### src/rtl/shrink_pkg.sv
package shrink_pkg;

  typedef enum logic {
    GEN_SHRINK = 1'b0,
    GEN_SELF   = 1'b1
  } gen_mode_e;

endpackage

### src/rtl/shrink_rst_sync.sv
module shrink_rst_sync #(
  parameter int STAGES = 2
) (
  input  logic clk,
  input  logic rst_n,
  output logic rst_q_n
);

  logic [STAGES-1:0] chain_q;

  always_ff @(posedge clk or negedge rst_n) begin
    if (!rst_n) chain_q <= '0;
    else        chain_q <= {chain_q[STAGES-2:0], 1'b1};
  end

  assign rst_q_n = chain_q[STAGES-1];

endmodule

### src/rtl/shrink_lfsr_reg.sv
module shrink_lfsr_reg #(
  parameter int           W     = 9,
  parameter logic [W-1:0] TAPS  = 9'h021,
  parameter logic [W-1:0] FILL  = 9'h001
) (
  input  logic         clk,
  input  logic         rst_n,
  input  logic         load,
  input  logic [W-1:0] seed,
  input  logic         adv1,
  input  logic         adv2,
  output logic         lead,
  output logic         follow
);

  localparam int DEPTH = 2;

  logic [W-1:0] state_q;
  logic [W-1:0] state_d;
  logic         upd;
  logic [W-1:0] stage [0:DEPTH];

  assign stage[0] = state_q;

  genvar k;
  generate
    for (k = 1; k <= DEPTH; k++) begin : g_step
      assign stage[k] = {^(stage[k-1] & TAPS), stage[k-1][W-1:1]};
    end
  endgenerate

  always_comb begin
    state_d = state_q;
    if (load)      state_d = (seed == '0) ? FILL : seed;
    else if (adv2) state_d = stage[2];
    else if (adv1) state_d = stage[1];
  end

  assign upd = load | adv1 | adv2;

  always_ff @(posedge clk or negedge rst_n) begin
    if (!rst_n)   state_q <= FILL;
    else if (upd) state_q <= state_d;
  end

  assign lead   = state_q[0];
  assign follow = state_q[1];

  // the zero-seed substitution and the taps keep the register out of the lockup state
  p_never_zero_r3: assert property (@(posedge clk) disable iff (!rst_n)
    state_q != '0);

  // a register that is neither loaded nor advanced keeps its state
  p_hold_idle_r9: assert property (@(posedge clk) disable iff (!rst_n)
    (!load && !adv1 && !adv2) |=> $stable(state_q));

endmodule

### src/rtl/shrink_select.sv
module shrink_select
  import shrink_pkg::*;
(
  input  logic      en,
  input  logic      load,
  input  gen_mode_e mode,
  input  logic      sel_lead,
  input  logic      dat_lead,
  input  logic      dat_follow,
  output logic      sel_adv,
  output logic      dat_adv1,
  output logic      dat_adv2,
  output logic      keep,
  output logic      kept_bit
);

  logic go;

  assign go = en & ~load;

  always_comb begin
    sel_adv  = 1'b0;
    dat_adv1 = 1'b0;
    dat_adv2 = 1'b0;
    keep     = 1'b0;
    kept_bit = dat_lead;
    unique case (mode)
      GEN_SHRINK: begin
        sel_adv  = go;
        dat_adv1 = go;
        keep     = go & sel_lead;
        kept_bit = dat_lead;
      end
      GEN_SELF: begin
        dat_adv2 = go;
        keep     = go & dat_lead;
        kept_bit = dat_follow;
      end
      default: ;
    endcase
  end

endmodule

### src/rtl/shrink_emit.sv
module shrink_emit (
  input  logic clk,
  input  logic rst_n,
  input  logic keep,
  input  logic kept_bit,
  output logic out_bit,
  output logic out_valid
);

  logic bit_q;
  logic vld_q;
  logic bit_d;

  always_comb begin
    bit_d = bit_q;
    if (keep) bit_d = kept_bit;
  end

  always_ff @(posedge clk or negedge rst_n) begin
    if (!rst_n) vld_q <= 1'b0;
    else        vld_q <= keep;
  end

  always_ff @(posedge clk or negedge rst_n) begin
    if (!rst_n)    bit_q <= 1'b0;
    else if (keep) bit_q <= bit_d;
  end

  assign out_bit   = bit_q;
  assign out_valid = vld_q;

  // without a strobe the data bit does not move
  p_bit_hold_r8: assert property (@(posedge clk) disable iff (!rst_n)
    !vld_q |-> $stable(bit_q));

endmodule

### src/rtl/shrink_keystream_gen.sv
module shrink_keystream_gen
  import shrink_pkg::*;
#(
  parameter int               SEL_W    = 7,
  parameter int               DAT_W    = 9,
  parameter logic [SEL_W-1:0] SEL_TAPS = 7'h41,
  parameter logic [DAT_W-1:0] DAT_TAPS = 9'h021,
  parameter logic [SEL_W-1:0] SEL_FILL = 7'h01,
  parameter logic [DAT_W-1:0] DAT_FILL = 9'h001,
  parameter int               RST_SYNC = 2
) (
  input  logic             clk,
  input  logic             rst_n,
  input  logic             load,
  input  logic [SEL_W-1:0] seed_sel,
  input  logic [DAT_W-1:0] seed_dat,
  input  logic             en,
  input  logic             mode,
  output logic             out_bit,
  output logic             out_valid
);

  logic      rst_q_n;
  logic      sel_lead, sel_follow;
  logic      dat_lead, dat_follow;
  logic      sel_adv, dat_adv1, dat_adv2;
  logic      keep, kept_bit;
  gen_mode_e mode_e;

  assign mode_e = gen_mode_e'(mode);

  shrink_rst_sync #(.STAGES(RST_SYNC)) rst_i (
    .clk     (clk),
    .rst_n   (rst_n),
    .rst_q_n (rst_q_n)
  );

  shrink_lfsr_reg #(.W(SEL_W), .TAPS(SEL_TAPS), .FILL(SEL_FILL)) sel_reg_i (
    .clk    (clk),
    .rst_n  (rst_q_n),
    .load   (load),
    .seed   (seed_sel),
    .adv1   (sel_adv),
    .adv2   (1'b0),
    .lead   (sel_lead),
    .follow (sel_follow)
  );

  shrink_lfsr_reg #(.W(DAT_W), .TAPS(DAT_TAPS), .FILL(DAT_FILL)) dat_reg_i (
    .clk    (clk),
    .rst_n  (rst_q_n),
    .load   (load),
    .seed   (seed_dat),
    .adv1   (dat_adv1),
    .adv2   (dat_adv2),
    .lead   (dat_lead),
    .follow (dat_follow)
  );

  shrink_select sel_i (
    .en         (en),
    .load       (load),
    .mode       (mode_e),
    .sel_lead   (sel_lead),
    .dat_lead   (dat_lead),
    .dat_follow (dat_follow),
    .sel_adv    (sel_adv),
    .dat_adv1   (dat_adv1),
    .dat_adv2   (dat_adv2),
    .keep       (keep),
    .kept_bit   (kept_bit)
  );

  shrink_emit emit_i (
    .clk       (clk),
    .rst_n     (rst_q_n),
    .keep      (keep),
    .kept_bit  (kept_bit),
    .out_bit   (out_bit),
    .out_valid (out_valid)
  );

  // every strobe follows an enabled clock that was not a load
  p_valid_cause_r7: assert property (@(posedge clk) disable iff (!rst_q_n)
    out_valid |-> ($past(en) && !$past(load)));

  // a load is followed by a quiet cycle
  p_load_quiet_r2: assert property (@(posedge clk) disable iff (!rst_q_n)
    load |=> !out_valid);

  // the selector is parked during self-shrinking steps
  p_sel_parked_r6: assert property (@(posedge clk) disable iff (!rst_q_n)
    (en && !load && mode) |=> $stable({sel_follow, sel_lead}));

endmodule

### config.mk
export PLATFORM = sky130hd
export DESIGN_NAME = shrink_keystream_gen
export DESIGN_NICKNAME = d
export VERILOG_FILES = /design/src/rtl/shrink_pkg.sv /design/src/rtl/shrink_rst_sync.sv /design/src/rtl/shrink_lfsr_reg.sv /design/src/rtl/shrink_select.sv /design/src/rtl/shrink_emit.sv /design/src/rtl/shrink_keystream_gen.sv
export SDC_FILE = /design/constraint.sdc
export NUM_CORES = 1
export LEC_CHECK = 0
export CORE_UTILIZATION = 44
export DETAILED_ROUTE_END_ITERATION = 8
export GPL_TIMING_DRIVEN = 0
export HOLD_SLACK_MARGIN = 0.02
export PLACE_DENSITY = 0.82
export SYNTH_ARGS = -nofsm -noshare
export SYNTH_HDL_FRONTEND = slang
export SYNTH_SLANG_ARGS = --single-unit
### constraint.sdc
create_clock -name clk -period 0.8 [get_ports clk]
set_input_delay 0.12 -clock clk [delete_from_list [all_inputs] [get_ports clk]]
set_output_delay 0.12 -clock clk [all_outputs]
set_load 0.01 [all_outputs]
==> flow_metrics.env, run 1 <==
export IMPL_initial_core_util=0.471
export IMPL_place_hpwl_um=1640
export IMPL_fin_crit_ns=1.12
export IMPL_synth_seq_cells=20
export IMPL_synth_cell_types=29
export IMPL_r2r_setup_slack_ns=-0.32
export IMPL_dieWidth_um=50.6
export IMPL_setup_viol_count_final=20
export IMPL_startpoint_type="register"
export IMPL_async_flop_share=1.00
export IMPL_hp_start="load"
export IMPL_dp_slack_ns=-0.935
export IMPL_status="finished with violations"
export IMPL_wl_um=2530
export IMPL_synth_seq_area_share=0.483
export IMPL_finClkSkew_ns=0.00535
export IMPL_crit_chain="and4bb_2 -> xnor2_1 -> o21ai_1"
export IMPL_rsz0062_at_grt="true"
export IMPL_intPower_mw=1.95
export IMPL_hold_end="sel_reg_i.state_q[1]$_DFFE_PN0P_"
export IMPL_placedInstanceArea_um2=1300
export IMPL_synth_top_family_by_area="compound AO/OA/AOI/OAI gates"
export IMPL_hold_class="input pin to register"
export IMPL_cts_sinks=20
export IMPL_synth_top_area_frac=0.433
export IMPL_period_share=1.40
export IMPL_synth_mux_area_frac=0.0769
export IMPL_first_global_vias=930
export IMPL_htreeDepth=1
export IMPL_failed_checks="setup timing"
export IMPL_cp_slowest_cell="dfstp_2"
export IMPL_synth_edf_count=0
export IMPL_track_usage=0.222
export IMPL_worstSetupEndpointType="register"
export IMPL_synthSimpleGateAreaFrac=0.119
export IMPL_worstPathRequired_ns=0.99
export IMPL_via_count=929
export IMPL_final_setup_worst_slack_ns=-0.316
export IMPL_diodes=0
export IMPL_syn_nets=120
export IMPL_stdcell_area_um2=1440
export IMPL_insertion_delay_ns=0.31
export IMPL_yosysMostFrequentCell="dfrtp_1"
export IMPL_path_clk_slew_ns=0.12
export IMPL_synth_xor_area_frac=0.0252
export IMPL_area_growth_pct=38.2
export IMPL_rows=17
export IMPL_core_area_um2=2210
export IMPL_gp_congestion=0.831
export IMPL_syn_area_per_cell_um2=10.5
export IMPL_antenna_found_initial=0
export IMPL_switchingPower_mw=0.673
export IMPL_fin_setup_tns_ns=-2.75
export IMPL_grt_pass1_wl_um=4150
export IMPL_clock_root_buffer="clkbuf_4"
export IMPL_grt_overflow=0
export IMPL_tritoncts="done"
export IMPL_synth_compound_area_frac=0.256
export IMPL_fmax_mhz=896
export IMPL_drtIter0Drc=11
export IMPL_r2r_cells=3
export IMPL_crit_fanout=3
export IMPL_r2r_end="sel_reg_i.state_q[6]$_DFFE_PN0P_"
export IMPL_yosysTopAreaCell="dfrtp_1"
export IMPL_peakVddDrop_v=0.00113
export IMPL_ys_warn_count=0
export IMPL_ys_flop_type="dfrtp_1"
export IMPL_fp_dieArea_um2=2560
export IMPL_io_pins=23
export IMPL_synth_area_top_cells="dfrtp_1 43%, mux2i_1 7.7%, a21o_1 5.8%, dfstp_2 5.0%, a22o_1 4.2%"
export IMPL_drtPass1Iterations=4
export IMPL_combPwrFrac=0.206
export IMPL_clockBufferDepth=2
export IMPL_p_sw_frac=0.257
export IMPL_synthCells=99
export IMPL_cap_viol_max_count=0
export IMPL_crit_reg2reg_launch="sel_reg_i.state_q[0]$_DFFE_PN1P_"
export IMPL_die_h_um=50.6
export IMPL_avgViaCountPerCell=5.77
export IMPL_numCtsBuffers=3
export IMPL_pwr_share_clk=0.322
export IMPL_crit_type="register to register"
export IMPL_final_hold_violation_count=0
export IMPL_synth_fa_ha_area_frac=0
export IMPL_holdPathStages=3
export IMPL_leakage_nw=0.666
export IMPL_nNetsFinal=155
export IMPL_power_frac_seq=0.472
export IMPL_ant_nets=0
export IMPL_io_buffers=21
export IMPL_synth_common_cells="18 x dfrtp_1, 8 x a21o_1, 8 x mux2i_1, 8 x nor2_1, 8 x o21ai_0"
export IMPL_drive_gt1_frac=0.241
export IMPL_post_drt_wl_per_cell_um=15.7
export IMPL_crit_arrival_ns=1.30
export IMPL_max_stage_delay_ns=0.57
export IMPL_grt_max_degree=19
export IMPL_report_final_slew_viol_count=0
export IMPL_drc=0
export IMPL_power_density_nw_per_um2=1820
export IMPL_syn_area_um2=1040
-- worst max path at each step --
stage                                     startpoint                          endpoint  cells past startpoint
global route        sel_reg_i.state_q[0]$_DFFE_PN1P_  sel_reg_i.state_q[6]$_DFFE_PN0P_                      3
detailed placement                                en  sel_reg_i.state_q[1]$_DFFE_PN0P_                      4
CTS                 sel_reg_i.state_q[0]$_DFFE_PN1P_  sel_reg_i.state_q[6]$_DFFE_PN0P_                      3
finish              sel_reg_i.state_q[0]$_DFFE_PN1P_  sel_reg_i.state_q[6]$_DFFE_PN0P_                      3
floorplan           sel_reg_i.state_q[0]$_DFFE_PN1P_  sel_reg_i.state_q[6]$_DFFE_PN0P_                      3
global placement                                  en  sel_reg_i.state_q[1]$_DFFE_PN0P_                      4
-- state kept, by name, indices dropped and copies added (netlist names) --
name,count
dat_reg_i.state_q,9
sel_reg_i.state_q,7
emit_i.out_bit,1
rst_i.chain_q,2
emit_i.out_valid,1
-- critical path: cells and delay by family (launching register included) --
kind / cells / cell delay [ns]
AND/OR/NAND/NOR: 1 / 0.23
XOR/XNOR: 1 / 0.11
AO/OA/AOI/OAI: 1 / 0.07
flip-flops: 1 / 0.57
-- cell type report --
| class | count | area [um2] |
|---|---|---|
| fillers | 203 | 773 |
| multi-input cells | 71 | 531 |
| flip-flops and latches | 20 | 505 |
| repair buffers | 30 | 264 |
| plain buffers | 5 | 40.0 |
| well taps | 28 | 35.0 |
| clock inverters | 1 | 30.0 |
| clock buffers | 3 | 22.5 |
| inverters | 3 | 11.3 |
-- per-stage QoR --
stage                     utilization  hold WS, ns  power, mW  std cells
after floorplan                     -       -0.176       1.50         99
after global placement          0.587        0.289       1.70        148
after detailed placement        0.587        0.290       1.72        148
after CTS                       0.642        0.105       2.62        160
after global routing            0.650        0.143       2.76        161
final                           0.650        0.150       2.62        161
-- routing by layer --
layer / wire length (um) / part of all wire / GRT usage / up-vias
li1: - / - / - / 433
met3: 105 / 0.041 / 0.0394 / 4
met2: 1310 / 0.52 / 0.387 / 30
met4: 38 / 0.015 / 0.0880 / 0
met5: 0 / 0 / 0 / -
met1: 1080 / 0.43 / 0.268 / 462
-- power by group through the flow --
stage	Combinational, mW	Clock (mW)	Sequential (mW)
after floorplan	0.276	0	1.23
after global placement	0.455	0	1.25
after detailed placement	0.467	0	1.25
after CTS	0.514	0.877	1.23
after global routing	0.589	0.911	1.26
final	0.540	0.843	1.24
-- placed cells by master (no fill, tap or decap), drive strengths merged --
| cell | count |
|---|---|
| dfrtp | 18 |
| clkdlybuf4s50 | 17 |
| buf | 15 |
| mux2i | 8 |
| a21o | 8 |
| nor2 | 8 |
| o21ai | 8 |
| a21oi | 6 |
| a22o | 5 |
| clkbuf | 5 |
| a22oi | 4 |
| inv | 3 |
| and3 | 3 |
| a211oi | 3 |
| nor4 | 3 |
| nand2b | 2 |
| dfstp | 2 |
| xor2 | 2 |
| nor3b | 1 |
| and4bb | 1 |
| xnor2 | 1 |
| nand2 | 1 |
| a211o | 1 |
| o21a | 1 |
| a2bb2oi | 1 |
| a31oi | 1 |
| nor4b | 1 |
| a311oi | 1 |
| bufinv | 1 |
| dlygate4sd3 | 1 |
| conb | 1 |
-- kinds of logic after synthesis --
logic type      Yosys count
xor+xnor                  3
other cells               1
compound gates           39
flops                    20
simple gates             20
mux                       8
buf+inv                   8
-- what timing repair did --
action,4_1_cts,5_1_grt
pin swaps,6,1
hold endpoints to repair,2,0
hold buffers,1,0
setup buffers,7,1
gates resized for setup,19,7
setup endpoints to repair,36,20
Note: power is estimated with default switching activity, not from simulation.
==> inputs of run 2 (changes only) <==
Settings changed: CTS_CLUSTER_SIZE set to 10.
==> results of run 2 <==
Same layout as run 1: the final DEF is identical, and so are final timing and power.
==> inputs of run 3 (changes only) <==
Settings changed: CTS_CLUSTER_DIAMETER set to 50.
==> results of run 3 <==
Same layout as run 1: the final DEF is identical, and so are final timing and power.
